===== src/rtl/alu_pkg.sv =====
package alu_pkg;

  localparam int unsigned OP_W = 4;

  typedef enum logic [OP_W-1:0] {
    OP_AND  = 4'b0000,
    OP_OR   = 4'b0001,
    OP_XOR  = 4'b0010,
    OP_ADD  = 4'b0011,
    OP_SUB  = 4'b0100,
    OP_MULL = 4'b0101,
    OP_MULS = 4'b0110,
    OP_MULU = 4'b0111,
    OP_SHL  = 4'b1000,
    OP_SHR  = 4'b1001,
    OP_SRA  = 4'b1010,
    OP_GAP  = 4'b1011,
    OP_LTS  = 4'b1100,
    OP_LTU0 = 4'b1101,
    OP_LTU1 = 4'b1110,
    OP_LTU2 = 4'b1111
  } aluOp_e;

  typedef enum logic [2:0] {
    UNIT_NONE,
    UNIT_LOGIC,
    UNIT_ARITH,
    UNIT_MUL,
    UNIT_SHIFT,
    UNIT_CMP
  } unitSel_e;

  typedef enum logic [1:0] {
    LOGIC_AND,
    LOGIC_OR,
    LOGIC_XOR
  } logicKind_e;

  typedef struct packed {
    unitSel_e   unitSel;
    logicKind_e logicKind;
    logic       subtract;
    logic       mulHigh;
    logic       mulSigned;
    logic       shiftRight;
    logic       shiftArith;
    logic       cmpSigned;
  } aluStrobe_t;

endpackage


===== src/rtl/alu_control.sv =====
module alu_control
  import alu_pkg::*;
(
  input  logic [OP_W-1:0] opCode,
  output aluStrobe_t      strb
);

  always_comb begin
    strb = '{unitSel: UNIT_NONE, logicKind: LOGIC_AND, default: 1'b0};
    unique case (opCode)
      OP_AND:  begin strb.unitSel = UNIT_LOGIC; strb.logicKind = LOGIC_AND; end
      OP_OR:   begin strb.unitSel = UNIT_LOGIC; strb.logicKind = LOGIC_OR;  end
      OP_XOR:  begin strb.unitSel = UNIT_LOGIC; strb.logicKind = LOGIC_XOR; end
      OP_ADD:  strb.unitSel = UNIT_ARITH;
      OP_SUB:  begin strb.unitSel = UNIT_ARITH; strb.subtract = 1'b1; end
      OP_MULL: strb.unitSel = UNIT_MUL;
      OP_MULS: begin strb.unitSel = UNIT_MUL; strb.mulHigh = 1'b1; strb.mulSigned = 1'b1; end
      OP_MULU: begin strb.unitSel = UNIT_MUL; strb.mulHigh = 1'b1; end
      OP_SHL:  strb.unitSel = UNIT_SHIFT;
      OP_SHR:  begin strb.unitSel = UNIT_SHIFT; strb.shiftRight = 1'b1; end
      OP_SRA:  begin strb.unitSel = UNIT_SHIFT; strb.shiftRight = 1'b1; strb.shiftArith = 1'b1; end
      OP_LTS:  begin strb.unitSel = UNIT_CMP; strb.cmpSigned = 1'b1; end
      OP_LTU0, OP_LTU1, OP_LTU2: strb.unitSel = UNIT_CMP;
      default: strb.unitSel = UNIT_NONE;
    endcase
  end

  // Strobe sanity: modifiers only appear with their own unit.
  always_comb begin
    p_mod_unit_r7: assert (!(strb.shiftArith && !strb.shiftRight))
      else $error("p_mod_unit_r7: arithmetic shift without right shift");
    p_mulsign_r5: assert (!(strb.mulSigned && !strb.mulHigh))
      else $error("p_mulsign_r5: signed multiply flag without high half");
  end

endmodule


===== src/rtl/alu_datapath.sv =====
module alu_datapath
  import alu_pkg::*;
#(
  parameter int unsigned DATA_W = 32
) (
  input  logic [DATA_W-1:0] opA,
  input  logic [DATA_W-1:0] opB,
  input  aluStrobe_t        strb,
  output logic [DATA_W-1:0] result
);

  localparam int unsigned SH_W   = $clog2(DATA_W);
  localparam int unsigned PROD_W = 2 * DATA_W;

  logic [DATA_W-1:0] logicRes, arithRes, mulRes, shiftRes, cmpRes;
  logic [PROD_W-1:0] extA, extB, prod;
  logic [SH_W-1:0]   shAmt;
  logic              lessBit;

  always_comb begin
    unique case (strb.logicKind)
      LOGIC_OR:  logicRes = opA | opB;
      LOGIC_XOR: logicRes = opA ^ opB;
      default:   logicRes = opA & opB;
    endcase
  end

  assign arithRes = strb.subtract ? (opA - opB) : (opA + opB);

  // Sign-extend to double width so one unsigned product serves both signs.
  assign extA   = {{DATA_W{strb.mulSigned & opA[DATA_W-1]}}, opA};
  assign extB   = {{DATA_W{strb.mulSigned & opB[DATA_W-1]}}, opB};
  assign prod   = extA * extB;
  assign mulRes = strb.mulHigh ? prod[PROD_W-1:DATA_W] : prod[DATA_W-1:0];

  assign shAmt = opB[SH_W-1:0];
  always_comb begin
    if (!strb.shiftRight)     shiftRes = opA << shAmt;
    else if (strb.shiftArith) shiftRes = DATA_W'($signed(opA) >>> shAmt);
    else                      shiftRes = opA >> shAmt;
  end

  assign lessBit = strb.cmpSigned ? ($signed(opA) < $signed(opB)) : (opA < opB);
  assign cmpRes  = {{(DATA_W-1){1'b0}}, lessBit};

  always_comb begin
    unique case (strb.unitSel)
      UNIT_LOGIC: result = logicRes;
      UNIT_ARITH: result = arithRes;
      UNIT_MUL:   result = mulRes;
      UNIT_SHIFT: result = shiftRes;
      UNIT_CMP:   result = cmpRes;
      default:    result = '0;
    endcase
  end

  always_comb begin
    if (strb.unitSel == UNIT_CMP) begin
      p_cmp_upper_r8: assert (result[DATA_W-1:1] == '0)
        else $error("p_cmp_upper_r8: compare result has upper bits set");
      if (opA == opB) begin
        p_cmp_equal_r9: assert (result == '0)
          else $error("p_cmp_equal_r9: equal operands compared as less");
      end
    end
    if (strb.unitSel == UNIT_SHIFT && shAmt == '0) begin
      p_shift_zero_r7: assert (result == opA)
        else $error("p_shift_zero_r7: zero shift changed operand");
    end
  end

endmodule


===== src/rtl/mul_alu32.sv =====
module mul_alu32
  import alu_pkg::*;
#(
  parameter int unsigned DATA_W = 32
) (
  input  logic [DATA_W-1:0] opA,
  input  logic [DATA_W-1:0] opB,
  input  logic [OP_W-1:0]   opCode,
  output logic [DATA_W-1:0] result
);

  aluStrobe_t strb;

  alu_control ctrl_i (
    .opCode (opCode),
    .strb   (strb)
  );

  alu_datapath #(.DATA_W(DATA_W)) dp_i (
    .opA    (opA),
    .opB    (opB),
    .strb   (strb),
    .result (result)
  );

  always_comb begin
    if (opCode == OP_GAP) begin
      p_gap_zero_r10: assert (result == '0)
        else $error("p_gap_zero_r10: unassigned code gave nonzero");
    end
    if (opCode == OP_ADD) begin
      p_add_inv_r2: assert (result - opB == opA)
        else $error("p_add_inv_r2: sum does not invert");
    end
    if (opCode == OP_SUB) begin
      p_sub_inv_r3: assert (result + opB == opA)
        else $error("p_sub_inv_r3: difference does not invert");
    end
  end

endmodule


===== config.mk =====
export PLATFORM = sky130hd
export DESIGN_NAME = mul_alu32
export DESIGN_NICKNAME = d
export VERILOG_FILES = /design/src/rtl/alu_pkg.sv /design/src/rtl/alu_control.sv /design/src/rtl/alu_datapath.sv /design/src/rtl/mul_alu32.sv
export SDC_FILE = /design/constraint.sdc
export NUM_CORES = 2
export LEC_CHECK = 0
export BUFFER_PORTS_ARGS = -buffer_cell sky130_fd_sc_hd__buf_2
export CORE_MARGIN = 5
export CORE_UTILIZATION = 55
export DETAILED_ROUTE_END_ITERATION = 10
export PLACE_DENSITY_LB_ADDON = 0.1
export SLEW_MARGIN = 10
export SYNTH_ARGS = -nofsm -noshare
export SYNTH_HDL_FRONTEND = slang
export SYNTH_SLANG_ARGS = --single-unit

===== constraint.sdc =====
create_clock -name vclk -period 8.3
set_input_delay 0.415 -clock vclk [all_inputs]
set_output_delay 0.415 -clock vclk [all_outputs]
set_load 0.02 [all_outputs]

======== Word-level counts from Yosys, hierarchy flattened ========
Index checks and enable logic that the tools add are counted.
Widths: inputs -> output; s select.
word-level totals
  output and inout port bits .............. 32
  logic and storage cells ................. 57
  bits in registers ....................... 0
  input port bits ......................... 68
operators by class
  $mul .................................... 1
  bitwise logic cells ..................... 5
  eq/ne operators ......................... 21
  magnitude comparators ................... 2
  shifts and indexed selects .............. 3
  reductions and logical operators ........ 8
  $add $sub $neg .......................... 2
  multiplexer cells ....................... 15
operator list
  operator            count
  $pmux 32 s5         1
  $mux 32             4
  $lt 32x32->1        2
  $mul 33x33->64      1
  $pmux 32 s2         1
  $add 32x32->32      1
  $and 32x32->32      1
  $or 32x32->32       1
  $shl 32x5->32       1
  $shr 32x5->32       1
  $sshr 32x5->32      1
  $sub 32x32->32      1
  $xor 32x32->32      1
  $eq 4x4->1 const B  7
  $eq 4x3->1 const B  4
  $pmux 3 s5          1
  $reduce_or 3->1     3
  $eq 4x2->1 const B  2
  $mux 1              7
  $eq 3x2->1 const B  2
  $eq 3x3->1 const B  2
  $reduce_or 2->1     3
  $eq 4x1->1 const B  1
  $logic_not 4->1     1
  6 further kinds     7

======== Logic depth before layout (Yosys ltp) ========
  word-level depth ........................ 6
  mapped depth ............................ 33
  mapped depth without buffers ............ 30

======== By module ========
Synthesis repeated with hierarchy kept, for this count alone.
unflattened totals
  cells, all modules ...................... 5562
  area total of the unflattened synthesis .. 46151.8 µm²
modules (own cells, without submodules)
  module        area an instance (µm²)  cells an instance  sequential area each (µm²)  times used
  alu_datapath  46017.9                 5543               0.0                         1
  alu_control   133.9                   19                 0.0                         1

======== Least setup slack after synthesis ========
Ideal clock, no wire load.
  path kind ............................... input to output
  start point ............................. in opA[31]
  end point ............................... out result[30]
  arrival ................................. 8.809 ns
  slack ................................... -0.924 ns
  buffers on the path ..................... 4
  stages .................................. 32
  data required time ...................... 7.885 ns
  cells stage by stage .................... clkbuf_1 > clkbuf_1 > clkinv_1 > nor2_1 > clkbuf_1 > nand2_1 > inv_1 > fa_1 > inv_1 > fa_1 > inv_1 > fa_1 > fa_1 > inv_1 > fa_1 > inv_1 > fa_1 > inv_1 > fa_1 > fa_1 > inv_1 > ha_1 > clkbuf_1 > a21o_1 > a31oi_1 > inv_1 > a221oi_1 > nor3_1 > a211o_1 > a31oi_1 > o221ai_1 > or3_1
on the way
  cells in the longest elaborated chain, start to end .. 4
  elaborated cells on any way between the ends .. 9
ends and longest elaborated chain
  item                                       line                                    source
  start: declaration                         mul_alu32.sv:6                          input logic [DATA_W-1:0] opA,
  $and 1x1->1 (tied with other cells)        alu_datapath.sv:31                      assign extA = {{DATA_W{strb.mulSigned & opA[DATA_W-1]}}, opA};
  $mul 33x33->64 or $mux 32 (tied branches)  alu_datapath.sv:33, alu_datapath.sv:39
  $mux 32 (on tied branches)                 alu_datapath.sv:34, alu_datapath.sv:38
  $pmux 32 s5 *                              alu_datapath.sv:47                      unique case (strb.unitSel)
  end: declaration                           mul_alu32.sv:9                          output logic [DATA_W-1:0] result
Every way passes the cells marked *; elsewhere a longest branch is shown, timed or not.

======== Final worst setup path ========
  start point ............................. in opB[10]
  end point ............................... out result[30]
on the way
  cells in the longest elaborated chain, start to end .. 3
  elaborated cells on any way between the ends .. 6
ends and longest elaborated chain
  item                                    line                                    source
  start: declaration                      mul_alu32.sv:7                          input logic [DATA_W-1:0] opB,
  $mul 33x33->64 (tied with other cells)  alu_datapath.sv:33                      assign prod = extA * extB;
  $mux 32 (on tied branches)              alu_datapath.sv:34, alu_datapath.sv:28
  $pmux 32 s5 *                           alu_datapath.sv:47
Marked as above.

==> results_dict.tcl <==
set metrics [dict create \
    ant_nets 0 \
    crit_path_start_kind "input pin" \
    portBuffers 100 \
    synth_top_family_by_area "adder cells" \
    cpMostUsedCell "buf_4" \
    outcome "complete, but fails checks" \
    final_common_cell "inv_1" \
    initial_core_util 0.557 \
    path_class "in -> out" \
    instances_no_fill 7243 \
    synthDistinctLibCells 86 \
    holdWs_ns 1.66 \
    period_minus_slack_ns 8.69 \
    synth_xor_area_frac 0.0189 \
    violations "negative setup slack" \
    slew_headroom 0.263 \
    wl_per_cell_um 26.7 \
    worst_slew_pin_slew_ns 1.10 \
    grt_max_degree 61 \
    cp_data_arrival_time_ns 8.28 \
    area_growth_pct 21.6 \
    timing.fmax_mhz 115 \
    dp_cells 7157 \
    syn-cell-area_sq_mm 0.0459 \
    grt_pass1_vias 44000 \
    yosys.area_share.simple 0.142 \
    worstPathRequired_ns 7.89 \
    seq_cell_count 0 \
    cp_slowest_cell "fa_2" \
    rsz0062_at_grt "true" \
    fin_util 0.677 \
    synth_area_leader_cell "fa_1" \
    drc 0 \
    die_area_sq_mm 0.0893 \
    die_x_um 299 \
    synth_compound_area_frac 0.103 \
    max_stage_delay_ns 0.62 \
    critical_path.endpoint_type "output port" \
    core_sq_mm 0.0824 \
    seq_area_sq_um 0 \
    dr.pass1.iters 8 \
    ios 100 \
    yosys_warnings 0 \
    synth.area.top_cells "fa_1 (49%), inv_1 (10%), ha_1 (8.5%)" \
    worst_slack_ns -0.391 \
    dieHeight_um 299 \
    fin_crit_sh 1.05 \
    viasPerCell 5.94 \
    grt_usage 0.428 \
    final_nets 7674 \
    crit_path_max_fanout 6 \
    final_cell_mix "inv_1 (1189), fa_1 (1092), nand2_1 (898), buf_4 (737), nor2_1 (454)" \
    yosysSeqAreaShare 0 \
    synth_adder_area_share 0.577 \
    hold_viol 0 \
    antenna_found_initial 11 \
    hold_class "in -> out" \
    synth_top_area_frac 0.492 \
    syn_area_per_cell_sq_um 8.24 \
    rows 105 \
    syn_nets 7070 \
    muxShareOfSynthArea 0.0272 \
    place_congestion 1.09 \
    wirelength_um 194000 \
    nClkBuffers 0 \
    drt_iter0_markers 4248 \
    vias 43000 \
    drv_cap 0 \
    grt.overflow.total 0 \
    hpwl_um 163000 \
    drv_slew 0 \
    dp_slack_ns -0.626 \
    synth_cells 5563 \
    grt_pass1_wl_um 283000 \
    layout-drive-gt1-share 0.203 \
    setup_violations 16 \
]
-- area by class of cell --
cell class / count / area [sq um]
fillers: 6905 / 26600
well taps: 1070 / 1340
multi-input cells: 3972 / 41200
inverters: 1251 / 4770
diodes: 8 / 20.0
repair buffers: 942 / 8410
-- layer usage --
layer | part of all wire | global-route usage | vias up | routed length [um]
li1 | - | - | 18100 | -
met1 | 0.36 | 0.542 | 21600 | 69100
met2 | 0.44 | 0.657 | 2654 | 85100
met3 | 0.11 | 0.0965 | 654 | 21100
met4 | 0.094 | 0.293 | 4 | 18200
met5 | 0.00027 | 0.00271 | - | 52
-- worst paths after layout --
check / from / slack [ns] / to / depth (start not counted)
worst min-delay path: opCode[3] / 1.66 / result[4] / 5
worst max-delay path: opB[10] / -0.39 / result[30] / 31
-- synth_stat cells (6+ instances only) --
master,count
inv_1,1226
fa_1,1127
nand2_1,912
nor2_1,478
ha_1,312
clkbuf_1,221
o21ai_0,189
a21oi_1,184
buf_1,94
xnor2_1,71
mux2i_1,59
nor3_1,57
o211ai_1,50
a31oi_1,44
a21o_1,43
nand3_1,38
a211oi_1,33
xor2_1,28
mux4_2,25
o22ai_1,25
nand2b_1,23
o221ai_1,21
a221oi_1,20
and3_1,19
buf_2,17
clkinv_1,15
nand4_1,13
nor2b_1,13
o21bai_1,13
or3_1,12
and2_1,11
inv_2,10
nor4_1,10
o21a_1,10
a211o_1,9
a22oi_1,7
mux2_2,7
o31ai_1,7
o2111ai_1,6
-- logic make-up (layout without fill, tap and decap cells) --
| group | count (synthesis) | in the layout |
|---|---|---|
| xor+xnor | 99 | 99 |
| compound gates | 733 | 733 |
| buf+inv | 1591 | 2193 |
| simple gates | 1609 | 1609 |
| mux | 92 | 92 |
| fa+ha+maj | 1439 | 1439 |
| other cells | 0 | 8 |
-- critical path: cells and delay by family --
family / cells / cell delay [ns]
adders and majority gates: 9 / 4.63
and+or+nand+nor: 4 / 0.77
AOI/OAI and AO/OA: 4 / 0.76
buffers and inverters: 14 / 1.69
-- stage by stage --
stage | setup TNS (ns) | instance area (sq um)
after floorplan | -0.106 | 46200
after global placement | -9.36 | 53100
after detailed placement | -9.67 | 53100
after CTS | -0.728 | 54500
after global routing | -6.14 | 55700
final | -3.12 | 55700
-- what timing repair did --
item                                    CTS  global route
buffers inserted                         37            42
resized for setup                       251           203
endpoints found under the hold margin     0             0
endpoints found under the setup margin   29            31
hold buffers                              0             0
cloned                                    3             3
pin swaps                               104           118
Power is not shown: default switching activity piles up to over one toggle a cycle in this logic, so the estimate is an artifact.
